`src/rtl/hs4_pkg.sv`:
```
package hs4_pkg;

    typedef enum logic [2:0] {
        M_IDLE  = 3'd0,
        M_SETUP = 3'd1,
        M_REQ   = 3'd2,
        M_REL   = 3'd3,
        M_DONE  = 3'd4
    } mst_state_e;

    typedef enum logic {
        S_IDLE = 1'b0,
        S_ACK  = 1'b1
    } slv_state_e;

endpackage

```
`src/rtl/hs4_sync.sv`:
```
module hs4_sync #(
    parameter int STAGES = 2
) (
    input  logic clk,
    input  logic rst_n,
    input  logic d,
    output logic q
);
    logic [STAGES-1:0] pipe_d, pipe_q;

    always_comb begin
        pipe_d = {pipe_q[STAGES-2:0], d};
    end

    always_ff @(posedge clk or negedge rst_n) begin
        if (!rst_n) pipe_q <= '0;
        else        pipe_q <= pipe_d;
    end

    assign q = pipe_q[STAGES-1];
endmodule

```
`src/rtl/hs4_master.sv`:
```
module hs4_master
    import hs4_pkg::*;
#(
    parameter int ADDR_W     = 3,
    parameter int DATA_W     = 8,
    parameter int DECODE_CYC = 2
) (
    input  logic              clk,
    input  logic              rst_n,
    input  logic              start,
    input  logic              cmd_write,
    input  logic [ADDR_W-1:0] cmd_addr,
    input  logic [DATA_W-1:0] cmd_wdata,
    input  logic              ack_s,
    input  logic [DATA_W-1:0] bus_rdata,
    output logic              req,
    output logic [ADDR_W-1:0] bus_addr,
    output logic              bus_write,
    output logic [DATA_W-1:0] bus_wdata,
    output logic [DATA_W-1:0] rd_data,
    output logic              busy,
    output logic              done
);
    localparam int CNT_W = (DECODE_CYC < 2) ? 1 : $clog2(DECODE_CYC);
    localparam logic [CNT_W-1:0] CNT_LAST = CNT_W'(DECODE_CYC - 1);

    typedef struct packed {
        mst_state_e        state;
        logic [CNT_W-1:0]  cnt;
        logic [ADDR_W-1:0] addr;
        logic              write;
        logic [DATA_W-1:0] wdata;
        logic [DATA_W-1:0] rdata;
    } mst_regs_t;

    mst_regs_t r_d, r_q;

    always_comb begin
        r_d = r_q;
        case (r_q.state)
            M_IDLE: begin
                if (start) begin
                    r_d.state = M_SETUP;
                    r_d.cnt   = '0;
                    r_d.addr  = cmd_addr;
                    r_d.write = cmd_write;
                    r_d.wdata = cmd_wdata;
                end
            end
            M_SETUP: begin
                if (r_q.cnt == CNT_LAST) r_d.state = M_REQ;
                else                     r_d.cnt   = r_q.cnt + 1'b1;
            end
            M_REQ: begin
                if (ack_s) begin
                    if (!r_q.write) r_d.rdata = bus_rdata;
                    r_d.state = M_REL;
                end
            end
            M_REL: begin
                if (!ack_s) r_d.state = M_DONE;
            end
            M_DONE:  r_d.state = M_IDLE;
            default: r_d.state = M_IDLE;
        endcase
    end

    always_ff @(posedge clk or negedge rst_n) begin
        if (!rst_n) r_q <= '{state: M_IDLE, default: '0};
        else        r_q <= r_d;
    end

    assign req       = (r_q.state == M_REQ);
    assign busy      = (r_q.state != M_IDLE);
    assign done      = (r_q.state == M_DONE);
    assign bus_addr  = r_q.addr;
    assign bus_write = r_q.write;
    assign bus_wdata = r_q.wdata;
    assign rd_data   = r_q.rdata;

    // completion strobe never lasts two cycles
    a_r5_done_single: assert property (@(posedge clk) disable iff (!rst_n)
        done |=> !done);
    // request only ever follows the decode wait
    a_r1_req_after_setup: assert property (@(posedge clk) disable iff (!rst_n)
        $rose(req) |-> $past(r_q.state) == M_SETUP);
endmodule

```
`src/rtl/hs4_slave.sv`:
```
module hs4_slave
    import hs4_pkg::*;
#(
    parameter int ADDR_W = 3,
    parameter int DATA_W = 8
) (
    input  logic              clk,
    input  logic              rst_n,
    input  logic              req_s,
    input  logic [ADDR_W-1:0] bus_addr,
    input  logic              bus_write,
    input  logic [DATA_W-1:0] bus_wdata,
    output logic              ack,
    output logic [DATA_W-1:0] bus_rdata
);
    localparam int DEPTH = 1 << ADDR_W;

    typedef struct packed {
        slv_state_e                    state;
        logic [DATA_W-1:0]             rdata;
        logic [DEPTH-1:0][DATA_W-1:0]  mem;
    } slv_regs_t;

    slv_regs_t r_d, r_q;

    always_comb begin
        r_d = r_q;
        case (r_q.state)
            S_IDLE: begin
                if (req_s) begin
                    if (bus_write) r_d.mem[bus_addr] = bus_wdata;
                    else           r_d.rdata         = r_q.mem[bus_addr];
                    r_d.state = S_ACK;
                end
            end
            S_ACK: begin
                if (!req_s) begin
                    r_d.state = S_IDLE;
                    r_d.rdata = '0;
                end
            end
            default: r_d.state = S_IDLE;
        endcase
    end

    always_ff @(posedge clk or negedge rst_n) begin
        if (!rst_n) r_q <= '{state: S_IDLE, default: '0};
        else        r_q <= r_d;
    end

    assign ack       = (r_q.state == S_ACK);
    assign bus_rdata = r_q.rdata;

    // read lines are quiet whenever acknowledge is low
    a_r4_rdata_quiet: assert property (@(posedge clk) disable iff (!rst_n)
        !ack |-> bus_rdata == '0);
endmodule

```
`src/rtl/hs4_link.sv`:
```
module hs4_link #(
    parameter int ADDR_W     = 3,
    parameter int DATA_W     = 8,
    parameter int DECODE_CYC = 2,
    parameter int SYNC_DEPTH = 2
) (
    input  logic              clk,
    input  logic              rst_n,
    input  logic              start,
    input  logic              cmd_write,
    input  logic [ADDR_W-1:0] cmd_addr,
    input  logic [DATA_W-1:0] cmd_wdata,
    output logic              busy,
    output logic              done,
    output logic [DATA_W-1:0] rd_data,
    output logic              bus_req,
    output logic              bus_ack,
    output logic [ADDR_W-1:0] bus_addr,
    output logic              bus_write,
    output logic [DATA_W-1:0] bus_rdata
);
    logic              req_s, ack_s;
    logic [DATA_W-1:0] bus_wdata;

    hs4_master #(.ADDR_W(ADDR_W), .DATA_W(DATA_W), .DECODE_CYC(DECODE_CYC)) u_mst (
        .clk(clk), .rst_n(rst_n), .start(start), .cmd_write(cmd_write),
        .cmd_addr(cmd_addr), .cmd_wdata(cmd_wdata), .ack_s(ack_s),
        .bus_rdata(bus_rdata), .req(bus_req), .bus_addr(bus_addr),
        .bus_write(bus_write), .bus_wdata(bus_wdata), .rd_data(rd_data),
        .busy(busy), .done(done)
    );

    hs4_sync #(.STAGES(SYNC_DEPTH)) u_req_sync (
        .clk(clk), .rst_n(rst_n), .d(bus_req), .q(req_s)
    );

    hs4_sync #(.STAGES(SYNC_DEPTH)) u_ack_sync (
        .clk(clk), .rst_n(rst_n), .d(bus_ack), .q(ack_s)
    );

    hs4_slave #(.ADDR_W(ADDR_W), .DATA_W(DATA_W)) u_slv (
        .clk(clk), .rst_n(rst_n), .req_s(req_s), .bus_addr(bus_addr),
        .bus_write(bus_write), .bus_wdata(bus_wdata), .ack(bus_ack),
        .bus_rdata(bus_rdata)
    );

    // slave answers only a live request
    a_r2_ack_needs_req: assert property (@(posedge clk) disable iff (!rst_n)
        $rose(bus_ack) |-> bus_req);
    // request released only after acknowledge seen
    a_r3_req_fall_with_ack: assert property (@(posedge clk) disable iff (!rst_n)
        $fell(bus_req) |-> bus_ack);
    // acknowledge released only after request gone
    a_r3_ack_fall_no_req: assert property (@(posedge clk) disable iff (!rst_n)
        $fell(bus_ack) |-> !bus_req);
    // no new request while acknowledge still up
    a_r3_no_req_over_ack: assert property (@(posedge clk) disable iff (!rst_n)
        $rose(bus_req) |-> !bus_ack);
    // bus lines frozen across the handshake
    a_r1_lines_stable: assert property (@(posedge clk) disable iff (!rst_n)
        ((bus_req || bus_ack) && $past(bus_req || bus_ack)) |->
            ($stable(bus_addr) && $stable(bus_write)));
endmodule

```
`config.mk`:
```
export PLATFORM = sky130hd
export DESIGN_NAME = hs4_link
export DESIGN_NICKNAME = d
export VERILOG_FILES = /design/src/rtl/hs4_pkg.sv /design/src/rtl/hs4_sync.sv /design/src/rtl/hs4_master.sv /design/src/rtl/hs4_slave.sv /design/src/rtl/hs4_link.sv
export SDC_FILE = /design/constraint.sdc
export NUM_CORES = 1
export LEC_CHECK = 0
export BUFFER_PORTS_ARGS = -buffer_cell sky130_fd_sc_hd__buf_4
export CAP_MARGIN = 20
export CORE_MARGIN = 2
export CORE_UTILIZATION = 46
export CTS_BUF_LIST = sky130_fd_sc_hd__clkbuf_16
export CTS_CLUSTER_SIZE = 20
export DETAILED_ROUTE_END_ITERATION = 8
export PLACE_DENSITY = 0.66
export SLEW_MARGIN = 0
export SYNTH_ARGS = -nofsm -noshare
export SYNTH_HDL_FRONTEND = slang
export SYNTH_SLANG_ARGS = --single-unit
export TNS_END_PERCENT = 5
```
`constraint.sdc`:
```
create_clock -name clk -period 2.8 [get_ports clk]
set_input_delay 0.56 -clock clk [delete_from_list [all_inputs] [get_ports clk]]
set_output_delay 0.56 -clock clk [all_outputs]
set_load 0.005 [all_outputs]
```
## Word-level counts from Yosys, hierarchy flattened

Cells that the tools add are included.
Widths: inputs -> output; s select.

| storage, ports and cells | value |
|---|---|
| flip-flop bits (word level) | 101 |
| input port bits | 15 |
| logic and storage cells | 61 |
| output and inout port bits | 24 |

| operators by class | value |
|---|---|
| equality and inequality tests | 11 |
| order comparisons | 2 |
| add/subtract/negate cells | 1 |
| reduce and logical (&&, ||, !) cells | 10 |
| multiplexer cells | 17 |
| bitwise gates (word level) | 2 |

Operator list:

| kind | count |
|---|---|
| $mux 73 | 1 |
| $bwmux 64 | 1 |
| $mux 64 | 1 |
| $bmux 8 s3 | 1 |
| $demux 8 s3 | 1 |
| $mux 8 | 3 |
| $pmux 9 s2 | 1 |
| $mux 16 | 1 |
| $pmux 3 s4 | 1 |
| $ne 2x2->1 const B | 5 |
| $mux 3 | 3 |
| $mux 9 | 1 |
| $reduce_and 3->1 | 3 |
| $eq 3x2->1 const B | 2 |
| $lt 3x4->1 const B | 1 |
| $ne 2x1->1 const B | 2 |
| $reduce_and 2->1 | 2 |
| $reduce_and 4->1 | 1 |
| $eq 3x1->1 const B | 1 |
| $eq 3x3->1 const B | 1 |
| $ge 3x1->1 const B | 1 |
| $logic_not 3->1 | 1 |
| $reduce_bool 3->1 | 1 |
| $not 1->1 | 2 |
| 5 further kinds | 5 |

## Depth between registers and ports, before layout

| logic depth | value |
|---|---|
| depth in word-level cells | 8 |
| depth in mapped cells | 5 |
| gate-level depth less buffers | 3 |

## Hierarchy

Synthesis repeated with hierarchy kept, for this count alone.

| second synthesis, totals | value |
|---|---|
| cells, all modules | 338 |
| area total of the unflattened synthesis | 4,748.3 um^2 |

By module, submodules not included:

| module | cells an instance | seq. area each (um^2) | area each (um^2) | instances |
|---|---|---|---|---|
| hs4_slave | 251 | 1,826.8 | 3,485.8 | 1 |
| hs4_master | 83 | 600.6 | 1,162.4 | 1 |
| hs4_sync | 2 | 50.0 | 50.0 | 2 |

## Worst setup path after synthesis

No wires, ideal clock.

| path | value |
|---|---|
| path type | input-to-reg |
| from | input port start |
| to | register u_mst.r_q (netlist bit u_mst.bus_addr[0]) |
| setup slack | 1.216 ns |
| arrival time | 1.459 ns |
| data required time | 2.675 ns |
| setup time | 0.125 ns |
| buffers on the path | 1 |
| stages | 4 |
| cells stage by stage | nand2b_1 -> nor3_1 -> buf_2 -> mux2_2 |

| between the ends | value |
|---|---|
| cells in the longest elaborated chain, start to end | 1 |

RTL lines:

| item | RTL line | text |
|---|---|---|
| from (decl) | hs4_link.sv:9 | `input logic start,` |
| $reduce_and 2->1 (no source line) | n/a |  |
| to (signal assigned) | hs4_master.sv:70 | `else r_q <= r_d;` |
| to (decl) | hs4_master.sv:36 | `mst_regs_t r_d, r_q;` |

No other way between the ends.
A chain may end at the register's enable or synchronous reset.

## Final worst setup path

| path | value |
|---|---|
| from | register u_mst.r_q (netlist bit u_mst.bus_addr[0]) |
| to | output port bus_addr[0] |

RTL lines:

| item | RTL line | text |
|---|---|---|
| to (decl) | hs4_link.sv:18 | `output logic [ADDR_W-1:0] bus_addr,` |

No word-level cell between the ends.

==> metrics.txt <==
CTS Hold Buffers Added 0; Port Buf Inserts 38; via/cell ratio 5.32; Syn Area/Cell 15.5 um^2; die height 104 um; Seq cells post-synth 101; critical path launch point u_mst.bus_addr[0]; Cell Rows 36; DRC violations left 0; Layout Nets 335; largest net degree at the start of global routing 61; sequential fraction of the synthesis area 0.550; Hold Crit Class in -> async; root buf cell clkbuf_16; top fanout value on the critical path 22; Ys Warns 0; Worst Tran Pin Value 750 ps; top post-synthesis cells by area dfrtp_1 55%, mux2_2 20%, mux2i_1 7.0%, buf_4 3.9%, mux4_2 3.9%; Final ANT Viol Nets 0; Reg-to-Reg Start u_mst.bus_addr[2]; Die Width 104 um; ys async rst share 1.00; initial antenna violation count 0; Yosys top cell by area dfrtp_1; grt ovf 0; met1 Use GR 0.236; fin area 0.00518 mm^2; Area after DPL 0.00487 mm^2; initial DRC count 71; Clock Tree Buf Depth 2; Routed wire per std cell 18.6 um; Cell variety after synth 33; Final Total Pwr 5650 uW; first-pass GRT wire length 14000 um; Setup-failing EPs final 0; max cap viols 0; crit share post-route 0.778; final cell count without fillers 458; critical path arrival 1620 ps; Post-Route WL 8510 um; PwrDens 1090 mW/mm^2; Placer Congestion 0.723; worst skew pair latency 340 ps; Setup Buffers After CTS 0; placed insts 442; synthesized area 0.00459 mm^2; Post-synth EDFFs 0; status complete, no violations; ANT cells 0; max-slew violation count 0; Initial Util 0.472; area delta synth->final 12.7%; DRT Pass-1 Iters 4; GR peak layer met2; Slew headroom 0.500; leakage 0.00253 uW; die footprint 0.0108 mm^2; Max Freq 0.459 GHz; Reg clk slew, reported paths 70 ps; Reg2Reg Setup Slack 750 ps; DP Wirelength 5580 um; core outline area 0.00973 mm^2; GRT met2 Usage 0.266; Gate Count Post-Synth 297; worst r2r path cells 3; IO Pins 39; critical path launch point type register; critical path class reg -> out; final hold vios 0; sum of negative setup slack 0 ps; TritonCTS buffer count 9; number of global-route vias before repair 2567; syn nets 312; min Tclk post-route 2180 ps; CTS tree yes; CP required 2240 ps; top-area cell type share of the netlist area 0.550; M3 GR Usage 0.0288; Post-CTS Resized 0; RSZ-0062 raised after global routing no; routed via count 2437; CTS H-tree lvls 3; layout cells sized above 1 0.508; clock sinks 101; CP Capture Type primary output; All-Layer GR Usage 0.168; # fillers 834; Peak supply drop 0.403 mV; most used flip-flop cell after synthesis dfrtp_1; Finished Core Util 0.532; Final Skew 10.1 ps
## worst max-delay path, stage by stage, from the launching register on
cell and delay, ps:
dfrtp_2 640, buf_4 430, buf_4 190
## cells in the final DEF (no fill, tap or decap)
cell type,n
nand3b_4,2
mux2_2,82
o2bb2ai_1,8
nor2_1,2
nor2_2,1
or3b_2,1
a211o_1,1
nand3b_2,1
nor3_4,1
nor4bb_1,1
nor3b_4,2
nand2_1,2
a21oi_1,2
nand2_4,1
mux2i_1,32
a21boi_1,1
mux2_4,2
dfrtp_2,1
bufinv_16,1
inv_1,2
nand2b_1,1
nand3_4,1
o31ai_1,1
or3_1,1
buf_4,43
dfrtp_1,100
clkinv_4,2
inv_6,2
nor4bb_2,1
nand4b_4,1
o21ai_0,2
nor3_2,1
clkinv_1,1
mux4_2,8
nor3b_1,2
buf_12,1
nand3b_1,1
inv_8,1
clkbuf_16,9
## cell type report
class                      count  area (um^2)  share of cell area
clock inverter                 7         80.1              0.0155
timing repair buffer          44          343              0.0662
inverter                       2         7.51             0.00145
tap                          133          166              0.0321
clock buffer                   9          225              0.0435
multi-input combinational    162         1830               0.353
sequential                   101         2530               0.488
## worst max-delay path by stage
stage / depth (start not counted) / slack, ps / endpoint
floorplan: 4 / 1220 / u_mst.bus_addr[0]
global placement: 2 / 770 / register
detailed placement: 3 / 770 / register
CTS: 2 / 610 / bus_addr[0]
global route: 2 / 560 / bus_addr[0]
finish: 2 / 620 / bus_addr[0]
## metrics by stage
step | hold slack [ps] | setup slack, ps
floorplan | 264 | 1220
global placement | 335 | 765
detailed placement | 338 | 768
CTS | 222 | 611
global route | 245 | 558
finish | 204 | 622
## kinds of logic (layout without fill, tap and decap cells)
logic type             count (synthesis)  after routing  share of synthesized area
and+or+nand+nor                       23             23                     0.0539
DFF                                  101            101                      0.550
muxes                                124            124                      0.316
buffers and inverters                 34             62                     0.0547
AOI/OAI and AO/OA                     15             15                     0.0248
## routing by layer
| layer | vias to the layer above | wire, um |
|---|---|---|
| met5 | - | 0 |
| met4 | 0 | 119 |
| met3 | 10 | 215 |
| met2 | 40 | 3990 |
| met1 | 1272 | 4180 |
| li1 | 1115 | - |
## synthesized netlist by cell type (2+ instances only)
cell,count
nor4bb_1,2
mux2i_1,32
buf_6,4
mux2_2,82
nor3b_4,2
mux4_2,8
inv_1,2
nand2_1,2
o2bb2ai_1,8
buf_4,24
nand3b_4,2
o21ai_0,2
mux2_4,2
dfrtp_1,101
nor2_1,2
a21oi_1,2
buf_2,3
nor3b_1,2
## report_power, final
group | leakage, uW | switching [uW] | internal, uW
registers | 0.00134 | 627 | 2060
logic | 0.00104 | 624 | 1070
clock network | 0.000150 | 566 | 706
(Power assumes the default switching activity.)
